$ cat src/rtl/mmu_pkg.sv
package mmu_pkg;
  typedef enum logic [3:0] {
    TGT_NONE, TGT_RAM, TGT_LOROM, TGT_HIROM, TGT_TOPROM,
    TGT_CHAR, TGT_IO, TGT_COLOUR, TGT_REG
  } target_e;

  // write strobes from control to the register datapath
  typedef struct packed {
    logic       regWr;
    logic [3:0] regIdx;
    logic       preLoad;
    logic [1:0] preIdx;
  } strobes_t;

  typedef struct packed {
    logic [7:0]      cfg;
    logic [3:0][7:0] pre;
    logic [7:0]      mode;
    logic [7:0]      ramCfg;
    logic [7:0]      zpPage;
    logic [7:0]      zpBank;
    logic [7:0]      spPage;
    logic [7:0]      spBank;
  } regs_t;
endpackage

$ cat src/rtl/mmu_ctrl.sv
module mmu_ctrl
  import mmu_pkg::*;
#(
  parameter logic [15:0] REG_BASE = 16'hD500,
  parameter logic [15:0] MIRROR_BASE = 16'hFF00
) (
  input  logic [15:0] cpuAddr,
  input  logic        cpuWe,
  input  logic        ioVisible,
  output strobes_t    strb
);
  localparam int unsigned LAST_RW_IDX = 10;
  localparam int unsigned NUM_PRE = 4;

  logic winHit;
  logic mirHit;

  always_comb begin
    winHit = ioVisible && (cpuAddr[15:4] == REG_BASE[15:4]) &&
             (int'(cpuAddr[3:0]) <= LAST_RW_IDX);
    mirHit = (cpuAddr[15:3] == MIRROR_BASE[15:3]) &&
             (int'(cpuAddr[2:0]) <= NUM_PRE);
    strb.regWr   = cpuWe && (winHit || (mirHit && cpuAddr[2:0] == 3'd0));
    strb.regIdx  = mirHit ? 4'd0 : cpuAddr[3:0];
    strb.preLoad = cpuWe && mirHit && (cpuAddr[2:0] != 3'd0);
    strb.preIdx  = 2'(cpuAddr[2:0] - 3'd1);
  end
endmodule

$ cat src/rtl/mmu_regfile.sv
module mmu_regfile
  import mmu_pkg::*;
#(
  parameter logic [7:0] MODE_RST = 8'hB9,
  parameter logic [7:0] SP_RST_PAGE = 8'h01
) (
  input  logic       clk,
  input  logic       rst,
  input  strobes_t   strb,
  input  logic [7:0] wrData,
  output regs_t      regs,
  output logic       modeReq
);
  always_ff @(posedge clk) begin
    if (rst) begin
      regs.cfg    <= '0;
      regs.pre    <= '0;
      regs.mode   <= MODE_RST;
      regs.ramCfg <= '0;
      regs.zpPage <= '0;
      regs.zpBank <= '0;
      regs.spPage <= SP_RST_PAGE;
      regs.spBank <= '0;
      modeReq     <= 1'b0;
    end else begin
      modeReq <= 1'b0;
      if (strb.regWr) begin
        case (strb.regIdx)
          4'd0: regs.cfg <= wrData;
          4'd1, 4'd2, 4'd3, 4'd4: regs.pre[2'(strb.regIdx - 4'd1)] <= wrData;
          4'd5: begin
            regs.mode <= wrData;
            modeReq   <= wrData[6];
          end
          4'd6:  regs.ramCfg <= wrData;
          4'd7:  regs.zpPage <= wrData;
          4'd8:  regs.zpBank <= wrData;
          4'd9:  regs.spPage <= wrData;
          4'd10: regs.spBank <= wrData;
          default: ;
        endcase
      end
      if (strb.preLoad) regs.cfg <= regs.pre[strb.preIdx];
    end
  end
endmodule

$ cat src/rtl/mmu_map.sv
module mmu_map
  import mmu_pkg::*;
#(
  parameter logic [7:0] VERSION_ID = 8'h20
) (
  input  logic [15:0] cpuAddr,
  input  logic        cpuWe,
  input  regs_t       regs,
  input  logic [7:0]  ramRdData,
  input  logic [7:0]  romRdData,
  input  logic [7:0]  ioRdData,
  input  logic [3:0]  colRdData,
  output target_e     tgt,
  output logic [16:0] ramAddr,
  output logic [7:0]  cpuRdData
);
  logic        ioWin, mirWin;
  logic [8:0]  zpSel, spSel;
  logic [16:0] virt, phys;
  logic [15:0] invLow;
  logic [3:0]  shAmt;
  logic        botShare, topShare;
  logic [3:0]  rdIdx;
  logic [7:0]  regVal;
  target_e     rdTgt;

  // target decode
  always_comb begin
    ioWin  = !regs.cfg[0] && (cpuAddr[15:12] == 4'hD);
    mirWin = (cpuAddr[15:3] == 13'h1FE0) && (cpuAddr[2:0] <= 3'd4);
    if (mirWin) rdTgt = TGT_REG;
    else if (ioWin) begin
      if (cpuAddr[11:4] == 8'h50 && cpuAddr[3:0] <= 4'd11) rdTgt = TGT_REG;
      else if (cpuAddr[11:10] == 2'b10) rdTgt = TGT_COLOUR;
      else rdTgt = TGT_IO;
    end else begin
      case (cpuAddr[15:14])
        2'b00: rdTgt = TGT_RAM;
        2'b01: rdTgt = regs.cfg[1] ? TGT_RAM : TGT_LOROM;
        2'b10: case (regs.cfg[3:2])
                 2'b00:   rdTgt = TGT_HIROM;
                 2'b11:   rdTgt = TGT_RAM;
                 default: rdTgt = TGT_NONE;
               endcase
        default: case (regs.cfg[5:4])
                 2'b00:   rdTgt = (cpuAddr[13:12] == 2'b01) ? TGT_CHAR : TGT_TOPROM;
                 2'b11:   rdTgt = TGT_RAM;
                 default: rdTgt = TGT_NONE;
               endcase
      endcase
    end
    // writes fall through ROM and unmapped space to RAM
    if (cpuWe && (rdTgt == TGT_LOROM || rdTgt == TGT_HIROM || rdTgt == TGT_TOPROM ||
                  rdTgt == TGT_CHAR || rdTgt == TGT_NONE))
      tgt = TGT_RAM;
    else
      tgt = rdTgt;
  end

  // page relocation and shared window
  always_comb begin
    virt  = {regs.cfg[6], cpuAddr};
    zpSel = {regs.zpBank[0], regs.zpPage};
    spSel = {regs.spBank[0], regs.spPage};
    if (virt[16:8] == zpSel) phys = {zpSel[8], 8'h00, cpuAddr[7:0]};
    else if (virt[16:8] == spSel) phys = {spSel[8], 8'h01, cpuAddr[7:0]};
    else if (cpuAddr[15:8] == 8'h00) phys = {zpSel, cpuAddr[7:0]};
    else if (cpuAddr[15:8] == 8'h01) phys = {spSel, cpuAddr[7:0]};
    else phys = virt;
    case (regs.ramCfg[1:0])
      2'b00:   shAmt = 4'd10;
      2'b01:   shAmt = 4'd12;
      2'b10:   shAmt = 4'd13;
      default: shAmt = 4'd14;
    endcase
    invLow   = ~phys[15:0];
    botShare = regs.ramCfg[2] && ((phys[15:0] >> shAmt) == 16'h0);
    topShare = regs.ramCfg[3] && ((invLow >> shAmt) == 16'h0);
    ramAddr  = phys;
    if (phys[16] && (botShare || topShare)) ramAddr[16] = 1'b0;
  end

  // read data
  always_comb begin
    rdIdx = mirWin ? {1'b0, cpuAddr[2:0]} : cpuAddr[3:0];
    case (rdIdx)
      4'd0:  regVal = regs.cfg;
      4'd1, 4'd2, 4'd3, 4'd4: regVal = regs.pre[2'(rdIdx - 4'd1)];
      4'd5:  regVal = regs.mode;
      4'd6:  regVal = regs.ramCfg;
      4'd7:  regVal = regs.zpPage;
      4'd8:  regVal = regs.zpBank;
      4'd9:  regVal = regs.spPage;
      4'd10: regVal = regs.spBank;
      4'd11: regVal = VERSION_ID;
      default: regVal = 8'hFF;
    endcase
    case (tgt)
      TGT_RAM:    cpuRdData = ramRdData;
      TGT_LOROM, TGT_HIROM, TGT_TOPROM, TGT_CHAR: cpuRdData = romRdData;
      TGT_IO:     cpuRdData = ioRdData;
      TGT_COLOUR: cpuRdData = {4'hF, colRdData};
      TGT_REG:    cpuRdData = regVal;
      default:    cpuRdData = 8'hFF;
    endcase
  end
endmodule

$ cat src/rtl/mmu_banker.sv
module mmu_banker
  import mmu_pkg::*;
#(
  parameter logic [7:0] VERSION_ID = 8'h20,
  parameter logic [7:0] MODE_RST = 8'hB9
) (
  input  logic        clk,
  input  logic        rst,
  input  logic [15:0] cpuAddr,
  input  logic        cpuWe,
  input  logic [7:0]  cpuWrData,
  output logic [7:0]  cpuRdData,
  input  logic [7:0]  ramRdData,
  input  logic [7:0]  romRdData,
  input  logic [7:0]  ioRdData,
  input  logic [3:0]  colRdData,
  output logic [16:0] ramAddr,
  output logic        selRam,
  output logic        selLoRom,
  output logic        selHiRom,
  output logic        selTopRom,
  output logic        selChar,
  output logic        selIo,
  output logic        selColour,
  output logic        modeReq
);
  strobes_t strb;
  regs_t    regs;
  target_e  tgt;

  mmu_ctrl u_ctrl (
    .cpuAddr(cpuAddr), .cpuWe(cpuWe), .ioVisible(!regs.cfg[0]), .strb(strb)
  );

  mmu_regfile #(.MODE_RST(MODE_RST)) u_regs (
    .clk(clk), .rst(rst), .strb(strb), .wrData(cpuWrData),
    .regs(regs), .modeReq(modeReq)
  );

  mmu_map #(.VERSION_ID(VERSION_ID)) u_map (
    .cpuAddr(cpuAddr), .cpuWe(cpuWe), .regs(regs),
    .ramRdData(ramRdData), .romRdData(romRdData), .ioRdData(ioRdData),
    .colRdData(colRdData), .tgt(tgt), .ramAddr(ramAddr), .cpuRdData(cpuRdData)
  );

  assign selRam    = (tgt == TGT_RAM);
  assign selLoRom  = (tgt == TGT_LOROM);
  assign selHiRom  = (tgt == TGT_HIROM);
  assign selTopRom = (tgt == TGT_TOPROM);
  assign selChar   = (tgt == TGT_CHAR);
  assign selIo     = (tgt == TGT_IO);
  assign selColour = (tgt == TGT_COLOUR);
endmodule

$ cat config.mk
export PLATFORM = sky130hd
export DESIGN_NAME = mmu_banker
export DESIGN_NICKNAME = d
export VERILOG_FILES = /design/src/rtl/mmu_pkg.sv /design/src/rtl/mmu_ctrl.sv /design/src/rtl/mmu_regfile.sv /design/src/rtl/mmu_map.sv /design/src/rtl/mmu_banker.sv
export SDC_FILE = /design/constraint.sdc
export NUM_CORES = 1
export LEC_CHECK = 0
export ABC_AREA = 1
export CORE_MARGIN = 2
export CORE_UTILIZATION = 60
export DETAILED_ROUTE_END_ITERATION = 12
export PLACE_DENSITY_LB_ADDON = 0.1
export SETUP_SLACK_MARGIN = 0.02
export SYNTH_ARGS = -nofsm -noshare
export SYNTH_HDL_FRONTEND = slang
export SYNTH_HIERARCHICAL = 1
export SYNTH_SLANG_ARGS = --single-unit
$ cat constraint.sdc
create_clock -name clk -period 4.8 [get_ports clk]
set_clock_uncertainty 0.15 [all_clocks]
set_input_delay 0.72 -clock clk [delete_from_list [all_inputs] [get_ports clk]]
set_output_delay 0.72 -clock clk [all_outputs]
set_load 0.01 [all_outputs]
==> out/qor.log <==
[cells_and_area] share of cells above drive strength 1 0.0779
[placement] DP HPWL 15500 um
[global_routing] GRT overflow 0
[worst_setup_path] type of the worst setup path input port to output port
[synthesis] most frequent cell after synthesis nand2_1
[synthesis] warning count from the yosys run 6
[synthesis] Mapped Area 6270 um2
[hold_path] startpoint of the tightest hold check path u_regs/regs[46]
[hold_path] min-delay worst type flip-flop to flip-flop
[floorplanning] I/O pin count 88
[cts] clk_lat worst skew 0.38 ns
[worst_setup_path] worst reg2reg startpoint u_regs/regs[80]
[power] switching fraction of total power 0.319
[synthesis] proportion of synthesized chip area in sequential cells 0.284
[timing] # setup viols final 0
[cts] number of buffers created by CTS 9
[timing] unrepaired setup endpoints after global routing false
[cts] worst-case clock buffer depth 2
[detailed_routing] routed len/inst 17.4 um
[cts] cell at the root of the clock tree clkbuf_8
[power] switching pwr 511 uW
[worst_setup_path] required arrival time at the worst endpoint 3.93 ns
[cts] count of hold buffers inserted by post-cts repair 0
[cts] clock tree from TritonCTS yes
[power] clock network fraction of total power 0.317
[timing] final count of pins violating max slew 0
[synthesis] cell type contributing the most total cell area after synthesis dfxtp_1
[floorplanning] area inside the core boundary 10200 um2
[placement] placer's final routability congestion estimate 1.00
[timing] worst slew margin relative to its limit 0.453
[power] largest voltage drop on the vdd net 0.244 mV
[worst_setup_path] flop-to-flop setup slack 2.28 ns
[worst_setup_path] FF-to-FF path depth 10
[worst_setup_path] element type at the critical path start input port
[detailed_routing] first-pass iteration count of the detailed router 6
[power] Leak Pwr 0.00319 uW
[timing] achievable frequency 0.221 GHz
[detailed_routing] starting DRC count in detailed routing 972
[power] Internal Pwr Total 1090 uW
[cells_and_area] Final Cell Area 7380 um2
[synthesis] Post-synth EDFFs 0
[cells_and_area] Final Util 0.721
[timing] final worst path period share 0.943
[detailed_routing] Routed Antenna Nets 0
[detailed_routing] number of vias in the routed layout 7238
[global_routing] global-route total usage across every layer 0.377
[global_routing] largest net degree at the start of global routing 55
[synthesis] Post-Syn Nets 1074
[cells_and_area] number of nets in the finished design 1140
[synthesis] predominant post-synthesis flop cell dfxtp_1
[global_routing] initial antenna violation count 0
[synthesis] Post-synth top cells nand2_1, nor2_1, nand3_1
[power] total power divided by cell area 217 nW/um2
[floorplanning] overall die area 11300 um2
[floorplanning] DIE HEIGHT 106 um
[run_status] status finished, final reports clean
[flow_run] max-cap violations 0
[power] total power draw 1600 uW
[cts] clock transition at the registers of the reported paths 0.09 ns
[floorplanning] Initial Util 0.613
[worst_setup_path] element type at the critical path end output port
[cts] Clock Sinks 89
[floorplanning] Die Span X 106 um
[cells_and_area] area growth from synthesis to final layout 17.6%
[timing] summed negative setup slack over all endpoints 0 ns
[cts] number of H-tree branching levels 3
[global_routing] first-pass GRT wire length 33400 um
[timing] Worst Max-Slew Pin Slew 0.819 ns
[placement] Post-Place Cell Area 7150 um2
[power] Reg power frac 0.461
[worst_setup_path] Arr. time, crit path 3.66 ns
[power] Combinational Power Share 0.222
[detailed_routing] Final Routed Wirelength 21100 um
[hold_path] Hold EP u_regs/regs[46]
[synthesis] share of async-settable or async-resettable flops after synthesis 0
[synthesis] Synth area leaders dfxtp_1, nand2_1, nor2_1
[timing] count of endpoints failing hold in the final timing report 0
[synthesis] number of distinct standard cells referenced by the synthesized netlist 49
[synthesis] top cell type's share of synthesized area 0.284
[hold_path] instance count along the most critical hold path 2
[global_routing] via count of the first global-routing pass 6533
[synthesis] per-instance average area after synthesis 6.23 um2
[synthesis] number of synthesized register bits 89
[synthesis] Cells after Synth 1007
[timing] Hold WS 0.328 ns
[worst_setup_path] critical path fanouts, max 8
[placement] count of port buffers added during placement 87
[detailed_routing] post-route DRC violation count 0
[detailed_routing] Vias/cell 5.96
[cells_and_area] antenna diode count 0
[floorplanning] Row Count 37
[timing] shortest clock period the worst path allows after layout 4.53 ns
-- layer usage --
layer | global-route usage | vias to the layer above | part of all wire
met4 | 0.0968 | 0 | 0.015
met2 | 0.587 | 445 | 0.45
li1 | - | 3465 | -
met5 | 0 | - | 0
met1 | 0.523 | 3292 | 0.42
met3 | 0.0907 | 36 | 0.11
-- what timing repair did --
action	in CTS	in global routing
resized for setup	0	4
buffers inserted	0	4
hold endpoints to repair	0	0
setup endpoints to repair	0	15
-- cell usage in the layout (no fill, tap or decap), drive strengths merged, types with 4 or more instances in the layout --
master	instances
a21oi	55
a221oi	4
buf	19
clkbuf	9
clkdlybuf4s50	87
clkinv	4
dfxtp	89
ha	12
inv	112
nand2	196
nand3	110
nand4	41
nor2	181
nor3	9
o211ai	7
o21ai	94
o32ai	7
xnor2	12
-- power by group through the flow --
stage          logic (uW)  registers [uW]  clock network, uW
6_report              356             738                507
2_1_floorplan         195             755                  0
4_1_cts               342             738                503
3_5_place_dp          340             755                  0
3_3_place_gp          338             755                  0
5_1_grt               385             738                531
-- logic make-up after synthesis --
kind of cell,Yosys count,synth area share
adders and majority gates,12,0.0239
and+or+nand+nor,548,0.394
AOI/OAI and AO/OA,184,0.169
buffers and inverters,161,0.111
DFF,89,0.284
muxes,1,0.00160
xor gates and xnor gates,12,0.0167
-- cell type report --
| class | count | area (um2) |
|---|---|---|
| clock buffer | 9 | 124 |
| fill | 944 | 2850 |
| inverter | 110 | 413 |
| sequential | 89 | 1780 |
| tap | 136 | 170 |
| multi-input combinational | 757 | 3810 |
| clock inverter | 7 | 61.3 |
| timing repair buffer | 106 | 1010 |
-- critical path: stages --
cell and delay (ns):
clkdlybuf4s50_1 0.55, inv_1 0.11, buf_4 0.17, ha_1 0.22, nand3_1 0.18, inv_1 0.16
nor3_1 0.26, nand3_2 0.23, nand4_1 0.20, nand2_1 0.06, nand2_1 0.06, nor2_1 0.05
nand4_2 0.11, clkdlybuf4s50_1 0.56
-- worst max path at each step --
stage | to | cells past startpoint | startpoint | slack (ns)
floorplan | selTopRom | 16 | cpuAddr[0] | 1.08
global placement | selHiRom | 15 | cpuAddr[0] | 0.29
detailed placement | cpuRdData[5] | 15 | cpuAddr[0] | 0.20
CTS | cpuRdData[5] | 15 | cpuAddr[0] | 0.20
global route | cpuRdData[3] | 14 | cpuAddr[0] | 0.06
finish | cpuRdData[5] | 14 | cpuAddr[0] | 0.27
-- per-stage QoR --
step	cells	setup WS [ns]
3_3_place_gp	1194	0.295
3_5_place_dp	1194	0.205
2_1_floorplan	1007	1.08
4_1_cts	1210	0.197
5_1_grt	1214	0.0603
6_report	1214	0.274
No activity file was read; power rests on OpenSTA's default activity.
